--- config.mk ---
export PLATFORM = sky130hd
export DESIGN_NAME = quad_decoder
export DESIGN_NICKNAME = d
export VERILOG_FILES = /design/src/rtl/qdec_pkg.sv /design/src/rtl/qdec_sync.sv /design/src/rtl/qdec_filter.sv /design/src/rtl/qdec_step.sv /design/src/rtl/qdec_counter.sv /design/src/rtl/quad_decoder.sv
export SDC_FILE = /design/constraint.sdc
export NUM_CORES = 1
export LEC_CHECK = 0
export ABC_AREA = 1
export BUFFER_PORTS_ARGS = -buffer_cell sky130_fd_sc_hd__buf_4
export CORE_MARGIN = 2
export CORE_UTILIZATION = 49
export CTS_CLUSTER_DIAMETER = 100
export DETAILED_ROUTE_END_ITERATION = 6
export MAX_ROUTING_LAYER = met4
export PLACE_DENSITY = 0.8
export SLEW_MARGIN = 30
export SYNTH_ARGS = -nofsm -noshare
export SYNTH_HDL_FRONTEND = slang
export SYNTH_HIERARCHICAL = 1
export SYNTH_SLANG_ARGS = --single-unit
--- constraint.sdc ---
create_clock -name clk -period 2.46 [get_ports clk]
set_clock_uncertainty 0.2 [all_clocks]
set_input_delay 0 -clock clk [delete_from_list [all_inputs] [get_ports clk]]
set_output_delay 0 -clock clk [all_outputs]
set_load 0.02 [all_outputs]
--- src/rtl/qdec_pkg.sv ---
package qdec_pkg;
  localparam int REG_ADDR_W = 2;
  localparam logic [REG_ADDR_W-1:0] ADDR_COUNT  = 2'd0;
  localparam logic [REG_ADDR_W-1:0] ADDR_STATUS = 2'd1;
  localparam int STAT_WRAP_BIT = 0;
  localparam int STAT_ERR_BIT  = 1;

  // Position of a phase pair {a,b} along the up sequence 00,01,11,10
  function automatic logic [1:0] phase_pos(input logic [1:0] ab);
    phase_pos = {ab[1], ab[1] ^ ab[0]};
  endfunction
endpackage

--- src/rtl/qdec_sync.sv ---
module qdec_sync #(
  parameter int STAGES = 2
) (
  input  logic clk,
  input  logic rst,
  input  logic din,
  output logic dout
);
  logic [STAGES-1:0] sh;

  always_ff @(posedge clk) begin
    if (rst) sh <= '0;
    else     sh <= {sh[STAGES-2:0], din};
  end

  assign dout = sh[STAGES-1];
endmodule

--- src/rtl/qdec_filter.sv ---
module qdec_filter #(
  parameter int FILT_LEN = 3
) (
  input  logic clk,
  input  logic rst,
  input  logic sample_en,
  input  logic din,
  output logic dout
);
  localparam int HIST_W = FILT_LEN - 1;

  logic [HIST_W-1:0] hist;
  logic all_hi, all_lo;

  always_comb begin
    all_hi = &{hist, din};
    all_lo = ~|{hist, din};
  end

  generate
    if (HIST_W == 1) begin : g_short
      always_ff @(posedge clk) begin
        if (rst)            hist <= '0;
        else if (sample_en) hist <= din;
      end
    end else begin : g_long
      always_ff @(posedge clk) begin
        if (rst)            hist <= '0;
        else if (sample_en) hist <= {hist[HIST_W-2:0], din};
      end
    end
  endgenerate

  always_ff @(posedge clk) begin
    if (rst) dout <= 1'b0;
    else if (sample_en) begin
      if (all_hi)      dout <= 1'b1;
      else if (all_lo) dout <= 1'b0;
    end
  end
endmodule

--- src/rtl/qdec_step.sv ---
module qdec_step
  import qdec_pkg::*;
(
  input  logic       clk,
  input  logic       rst,
  input  logic [1:0] ab,
  output logic       step_up,
  output logic       step_dn,
  output logic       step_bad
);
  logic [1:0] prev_ab;
  logic [1:0] delta;

  always_ff @(posedge clk) begin
    if (rst) prev_ab <= 2'b00;
    else     prev_ab <= ab;
  end

  always_comb begin
    delta    = phase_pos(ab) - phase_pos(prev_ab);
    step_up  = (delta == 2'd1);
    step_dn  = (delta == 2'd3);
    step_bad = (delta == 2'd2);
  end
endmodule

--- src/rtl/qdec_counter.sv ---
module qdec_counter #(
  parameter int CNT_W = 8
) (
  input  logic             clk,
  input  logic             rst,
  input  logic             clr,
  input  logic             up,
  input  logic             dn,
  output logic [CNT_W-1:0] cnt,
  output logic             wrap_evt
);
  localparam logic [CNT_W-1:0] CNT_MAX = '1;

  always_comb
    wrap_evt = !clr && ((up && cnt == CNT_MAX) || (dn && cnt == '0));

  always_ff @(posedge clk) begin
    if (rst)      cnt <= '0;
    else if (clr) cnt <= '0;
    else if (up)  cnt <= cnt + 1'b1;
    else if (dn)  cnt <= cnt - 1'b1;
  end
endmodule

--- src/rtl/quad_decoder.sv ---
module quad_decoder
  import qdec_pkg::*;
#(
  parameter int CNT_W       = 8,
  parameter int SYNC_STAGES = 2,
  parameter int FILT_LEN    = 3
) (
  input  logic                  clk,
  input  logic                  rst,
  input  logic                  sample_en,
  input  logic                  enc_a,
  input  logic                  enc_b,
  input  logic [REG_ADDR_W-1:0] reg_addr,
  input  logic                  reg_wr,
  input  logic [CNT_W-1:0]      reg_wdata,
  output logic [CNT_W-1:0]      reg_rdata,
  output logic                  irq
);
  logic [1:0] raw_ab, sync_ab, filt_ab;
  logic step_up, step_dn, step_bad;
  logic [CNT_W-1:0] cnt;
  logic wrap_evt, cnt_clr, w1c_wrap, w1c_err;
  logic wrap_flag, err_flag;
  logic unused_wdata;

  assign raw_ab = {enc_a, enc_b};

  generate
    for (genvar g = 0; g < 2; g++) begin : g_phase
      qdec_sync #(.STAGES(SYNC_STAGES)) u_sync (
        .clk(clk), .rst(rst), .din(raw_ab[g]), .dout(sync_ab[g])
      );
      qdec_filter #(.FILT_LEN(FILT_LEN)) u_filt (
        .clk(clk), .rst(rst), .sample_en(sample_en),
        .din(sync_ab[g]), .dout(filt_ab[g])
      );
    end
  endgenerate

  qdec_step u_step (
    .clk(clk), .rst(rst), .ab(filt_ab),
    .step_up(step_up), .step_dn(step_dn), .step_bad(step_bad)
  );

  always_comb begin
    cnt_clr  = reg_wr && (reg_addr == ADDR_COUNT);
    w1c_wrap = reg_wr && (reg_addr == ADDR_STATUS) && reg_wdata[STAT_WRAP_BIT];
    w1c_err  = reg_wr && (reg_addr == ADDR_STATUS) && reg_wdata[STAT_ERR_BIT];
    unused_wdata = ^reg_wdata;
  end

  qdec_counter #(.CNT_W(CNT_W)) u_cnt (
    .clk(clk), .rst(rst), .clr(cnt_clr), .up(step_up), .dn(step_dn),
    .cnt(cnt), .wrap_evt(wrap_evt)
  );

  always_ff @(posedge clk) begin
    if (rst) begin
      wrap_flag <= 1'b0;
      err_flag  <= 1'b0;
    end else begin
      wrap_flag <= (wrap_flag && !w1c_wrap) || wrap_evt;
      err_flag  <= (err_flag && !w1c_err) || step_bad;
    end
  end

  always_ff @(posedge clk) begin
    if (rst) reg_rdata <= '0;
    else begin
      case (reg_addr)
        ADDR_COUNT:  reg_rdata <= cnt;
        ADDR_STATUS: begin
          reg_rdata <= '0;
          reg_rdata[STAT_WRAP_BIT] <= wrap_flag;
          reg_rdata[STAT_ERR_BIT]  <= err_flag;
        end
        default:     reg_rdata <= '0;
      endcase
    end
  end

  assign irq = wrap_flag;
endmodule

## Yosys cells after proc, flatten, opt, wreduce, memory -nomap -nowiden

Index checks and enable logic that the tools add are counted.

| storage, ports and cells | value |
|---|---|
| register bits | 30 |
| bits of input ports | 16 |
| output and inout port bits | 9 |

| operators by class | value |
|---|---|
| $add $sub $neg | 3 |
| equality and inequality tests | 7 |
| multiplexer cells | 7 |
| bitwise gates (word level) | 2 |
| reduce and logical (&&, ||, !) cells | 25 |

Operators by type and width:

| operator | number |
|---|---|
| two-way mux 8 bit | 2 |
| one-hot mux 8 bit (2 select lines) | 1 |
| logical AND 1 bit | 9 |
| adder 8 x 1 -> 8 bit (second input constant) | 1 |
| equality test 8 bit (second input constant) | 1 |
| zero test 8 bit | 1 |
| subtractor 8 x 1 -> 8 bit (second input constant) | 1 |
| AND reduction 3 bit | 2 |
| OR reduction 3 bit | 2 |
| equality test 2 x 1 -> 1 bit (second input constant) | 2 |
| equality test 2 bit (second input constant) | 2 |
| two-way mux 1 bit | 4 |
| inequality test 2 x 1 -> 1 bit (second input constant) | 2 |
| AND reduction 2 bit | 2 |
| zero test 1 bit | 3 |
| logical OR 1 bit | 3 |
| zero test 2 bit | 1 |
| nonzero test 2 bit | 1 |
| OR reduction 2 bit | 1 |
| subtractor 2 bit | 1 |
| bitwise XOR 1 bit | 2 |

## Longest topological paths before layout

| logic depth | value |
|---|---|
| depth after elaboration | 7 |
| mapped depth | 15 |
| depth with buffers taken out | 15 |

## Hierarchy

The synthesis kept the hierarchy.

Modules (own cells, without submodules):

| module | instances | cells an instance | area an instance (µm²) | seq. area each (µm²) |
|---|---|---|---|---|
| qdec_counter | 1 | 99 | 634.4 | 160.2 |
| quad_decoder | 1 | 40 | 336.6 | 200.2 |
| qdec_filter | 2 | 20 | 135.1 | 60.1 |
| qdec_step | 1 | 21 | 140.1 | 40.0 |
| qdec_sync | 2 | 6 | 55.1 | 40.0 |

## Worst setup path before layout

Ideal clock, no wire load.

| timing path | value |
|---|---|
| path kind | register -> register |
| from | register g_phase[1].u_filt.dout |
| to | register u_cnt.cnt[7] |
| library setup time | 0.115 ns |
| data arrival time | 2.028 ns |
| required time | 2.145 ns |
| setup slack | 0.117 ns |
| cell stages (with the launch flop) | 13 |
| clock period less this slack | 2.343 ns |
| path through | dfxtp_1 > xnor2_1 > ha_1 > nand3_1 > a21oi_1 > inv_2 > ha_1 > nand2_1 > nand2_1 > a21oi_1 > nand3_1 > a21oi_1 > nor2_1 |

| between the ends | value |
|---|---|
| longest elaborated chain between the ends | 4 |
| elaborated cells between the ends (all ways) | 6 |
| those cells by class | add/sub: 1; eq/ne: 2; mux: 1; bitwise: 1; reduce/logical: 1 |

RTL lines:

| item | RTL line | RTL |
|---|---|---|
| from (decl) | qdec_filter.sv:8 | `output logic dout` |
| from (signal assigned) | qdec_filter.sv:35 | `if (rst) dout <= 1'b0;` |
| from (signal assigned) | qdec_filter.sv:37 | `if (all_hi) dout <= 1'b1;` |
| from (signal assigned) | qdec_filter.sv:38 | `else if (all_lo) dout <= 1'b0;` |
| bitwise XOR 1 bit | qdec_pkg.sv:10 | `phase_pos = {ab[1], ab[1] ^ ab[0]};` |
| subtractor 2 bit (*) | qdec_step.sv:20 | `delta = phase_pos(ab) - phase_pos(prev_ab);` |
| equality test 2 x 1 -> 1 bit (*) | qdec_step.sv:21 | `step_up = (delta == 2'd1);` |
| named net step_up | quad_decoder.sv:20 | `logic step_up, step_dn, step_bad;` |
| two-way mux 8 bit / nonzero test 2 bit (equally long branches) | -- |  |
| to (signal assigned) | qdec_counter.sv:20 | `else if (up) cnt <= cnt + 1'b1;` |
| to (signal assigned) | qdec_counter.sv:21 | `else if (dn) cnt <= cnt - 1'b1;` |
| to (decl) | qdec_counter.sv:9 | `output logic [CNT_W-1:0] cnt,` |

The timed path passes the listed nets; every way through them passes the cells marked *.
A chain may end at the register's enable or synchronous reset.

## Worst setup path after layout

| timing path | value |
|---|---|
| from | register u_step.prev_ab[1] |
| to | register u_cnt.cnt[7] |

| between the ends | value |
|---|---|
| longest elaborated chain between the ends | 4 |
| elaborated cells between the ends (all ways) | 6 |
| those cells by class | add/sub: 1; eq/ne: 2; mux: 1; bitwise: 1; reduce/logical: 1 |

RTL lines:

| item | RTL line | RTL |
|---|---|---|
| from (decl) | qdec_step.sv:11 | `logic [1:0] prev_ab;` |
| from (signal assigned) | qdec_step.sv:15 | `if (rst) prev_ab <= 2'b00;` |
| from (signal assigned) | qdec_step.sv:16 | `else prev_ab <= ab;` |
| bitwise XOR 1 bit | qdec_pkg.sv:10 |  |
| subtractor 2 bit (*) | qdec_step.sv:20 |  |
| equality test 2 x 1 -> 1 bit (*) | qdec_step.sv:21 |  |
| named net step_up | quad_decoder.sv:20 |  |
| two-way mux 8 bit / nonzero test 2 bit (equally long branches) | -- |  |

Marks and branches as above.

==> impl_metrics.py <==
metrics = {
    "clocking": {
        "clkTransAtPathRegs_ns": 0.10,
        "clock_sinks": 30,
        "cts_tree": "done",
        "clockBufferDepth": 2,
        "cts_buffers": 5,
        "cts_max_level": 2,
        "cts_root_buffer": "clkbuf_4",
        "clock_latency_ns": 0.34,
    },
    "global_routing": {
        "grt_overflow": 0,
        "antenna_found_initial": 0,
        "grt_use_total_pct": 20.26,
        "grt_pass1_wl_um": 5133,
        "grt_max_degree": 22,
        "grt_pass1_vias": 1278,
    },
    "pwr": {
        "p_comb_share_pct": 7.4,
        "p_leak_nw": 0.9326,
        "pwr-share-seq_pct": 56.6,
        "power.density_mw_per_mm2": 421.1,
        "pwr-share-clk_pct": 36.0,
        "swShare_pct": 24.54,
        "power.internal_mw": 0.6608,
        "power_mw": 0.8757,
        "irDropWorstVdd_v": 0.0002795,
        "p_switching_mw": 0.2149,
    },
    "setup_path": {
        "end_kind": "register",
        "required_ns": 2.50,
        "slowest_stage": "dfxtp_2",
        "cpPeakStageDelay_ns": 0.36,
        "path_cells": "xor2_1 > ha_2 > nand3_4 > a21oi_4 > buf_6 > inv_6 > ha_4 > nand2_2 > inv_1 > a21oi_4 > nand3_2 > a21oi_2 > nor2_1",
        "critPathBufInv": 3,
        "crit_type": "register to register",
        "start_kind": "register",
        "path_common_cell": "a21oi_4",
        "arrival_ns": 2.52,
        "cp_top_family": "compound AO/OA/AOI/OAI gates",
        "crit_path_max_fanout": 5,
    },
    "final_layout": {
        "nets": 280,
        "fillCellCount": 216,
        "final_common_cell": "nand2_1",
        "fin_cells": 290,
        "final_cell_mix": "nand2_1 (38), inv_1 (32), dfxtp_1 (28)",
        "drive_gt1_share_pct": 28.02,
        "syn2layout_area_growth_pct": 39.43,
        "fin_util_pct": 69.83,
        "antenna_cells": 0,
    },
    "sta": {
        "fin_crit_ns": 2.480,
        "period_share_pct": 100.8,
        "tightest_slew_ns": 0.4885,
        "setup_viol": 1,
        "maxSlewViolCount": 0,
        "setup_ws_ns": -0.01961,
        "finalSetupTns_ns": -0.01961,
        "max_freq_mhz": 403.3,
        "max-slew-margin-rel_pct": 67.36,
        "rsz0062_at_grt": "true",
        "finalHoldViolCount": 0,
    },
    "placement": {
        "numPortBuffers": 18,
        "gp_congestion": 0.8363,
        "pre_cts_ws_ns": -0.02720,
        "hpwl_um": 2039,
        "placedCellCount": 265,
    },
    "die": {
        "fp-row-count": 20,
        "dieHeight_um": 59.17,
        "ios": 25,
        "dieArea_mm2": 0.003501,
        "core-area_mm2": 0.002978,
        "initial_core_util_pct": 50.08,
        "die_w_um": 59.17,
    },
    "logic_synthesis": {
        "ys_warn_count": 6,
        "synth-edff-count": 0,
        "syn_nets": 236,
        "ys.flop_type": "dfxtp_1",
        "synth-seq-area-share_pct": 40.27,
        "synth_cell_types": 23,
        "syn_avg_cell_area_um2": 7.035,
        "async_flop_share_pct": 0,
        "syn_area_mm2": 0.001491,
        "syn-instance-count": 212,
        "ys_seq_elements": 30,
    },
    "route": {
        "wl_um": 3796,
        "vias": 1515,
        "wl_per_cell_um": 13.09,
        "drt-vias-per-instance": 5.224,
        "drtIter0Drc": 114,
        "drt_first_pass_iters": 4,
        "drt.antenna.violating_nets": 0,
        "drcViolationCount": 0,
    },
    "worst_hold_path": {
        "hp-class": "primary input to register",
    },
    "status": {
        "violations": "negative setup slack",
        "status": "complete, but fails checks",
    },
    "run": {
        "maxCapViolCount": 0,
    },
}
## area by class of cell
type	count	area (um2)	area share, %
clock buffer	6	51.30	2.467
timing repair buffer	38	324.1	15.58
inverter	39	151.4	7.280
multi-input combinational	141	887.1	42.66
tap	33	41.29	1.986
clock inverter	2	12.51	0.6017
timing repair inverter	1	8.758	0.4212
sequential	30	603.1	29.00
## state kept, by name, summed over array words and instances, names as in the netlist
| signal | cells |
|---|---|
| irq | 1 |
| err_flag | 1 |
| reg_rdata | 8 |
| u_step/prev_ab | 2 |
| g_phase.u_filt/dout | 2 |
| g_phase.u_filt/hist | 4 |
| u_cnt/cnt | 8 |
| g_phase.u_sync/sh | 4 |
## synthesized netlist by cell type (3+ instances only)
library cell  instances  area share [%]
dfxtp_1              30              40
nor2_1               26             6.5
nand2_2               3             1.3
xnor2_1               3             1.8
inv_1                33             8.3
nand3_1              18             6.0
nand2_1              45              11
a21oi_1              17             5.7
nand4_1               4             1.7
inv_2                 6             1.5
o21ai_0               6             2.0
ha_1                  7             5.9
## kinds of logic (layout without fill, tap and decap cells)
family	count (synthesis)	after routing	synth area share [%]
and+or+nand+nor	102	102	30.03
buffers and inverters	41	86	10.40
DFF	30	30	40.27
AOI/OAI and AO/OA	27	27	9.732
adders and majority gates	8	8	7.215
xor gates and xnor gates	4	4	2.349
## per-layer routing
layer / track usage (%) / vias up / routed length [um]
li1: - / 765 / -
met1: 22.01 / 672 / 1530
met2: 33.49 / 68 / 1895
met3: 7.424 / 10 / 255
met4: 8.117 / 0 / 115
met5: - / - / 0
## power groups by stage
| stage | sequential, mW | clock (mW) | combinational, mW |
|---|---|---|---|
| detailed placement | 0.507 | 0 | 0.0469 |
| floorplan | 0.506 | 0 | 0.0235 |
| finish | 0.496 | 0.315 | 0.0650 |
| CTS | 0.495 | 0.325 | 0.0618 |
| global placement | 0.506 | 0 | 0.0455 |
| global route | 0.497 | 0.354 | 0.0709 |
## timing repair
item	4_1_cts	5_1_grt
gates cloned	0	1
resized for setup	2	34
endpoints found under the hold margin	28	0
setup endpoints to repair	2	5
hold buffers	14	0
pin swaps	0	11
setup buffers	0	2
## worst register-to-register path, stage by stage (launching register included)
cell,delay (ns)
dfxtp_2,0.36
xor2_1,0.17
ha_2,0.23
nand3_4,0.09
a21oi_4,0.21
buf_6,0.14
inv_6,0.05
ha_4,0.24
nand2_2,0.09
inv_1,0.09
a21oi_4,0.17
nand3_2,0.13
a21oi_2,0.16
nor2_1,0.05
## final timing paths
kind | cells past startpoint | end | start | slack (ns)
worst max-delay path | 13 | u_cnt/cnt[7] | u_step/prev_ab[1] | -0.02
worst min-delay path | 5 | u_cnt/cnt[7] | reg_wr | 0.13
worst max register to register | 13 | u_cnt/cnt[7] | u_step/prev_ab[1] | -0.02
worst min register to register | 2 | g_phase[0].u_sync/sh[1] | g_phase[0].u_sync/sh[0] | 0.21
## metrics by stage
step | hold slack [ns] | instance area (um2)
final | 0.1272 | 2079
after global routing | 0.1419 | 2079
after CTS | 0.06609 | 1898
after detailed placement | 0.008783 | 1689
after global placement | 0.005352 | 1689
after floorplan | -0.1309 | 1491
(Power assumes the default switching activity.)
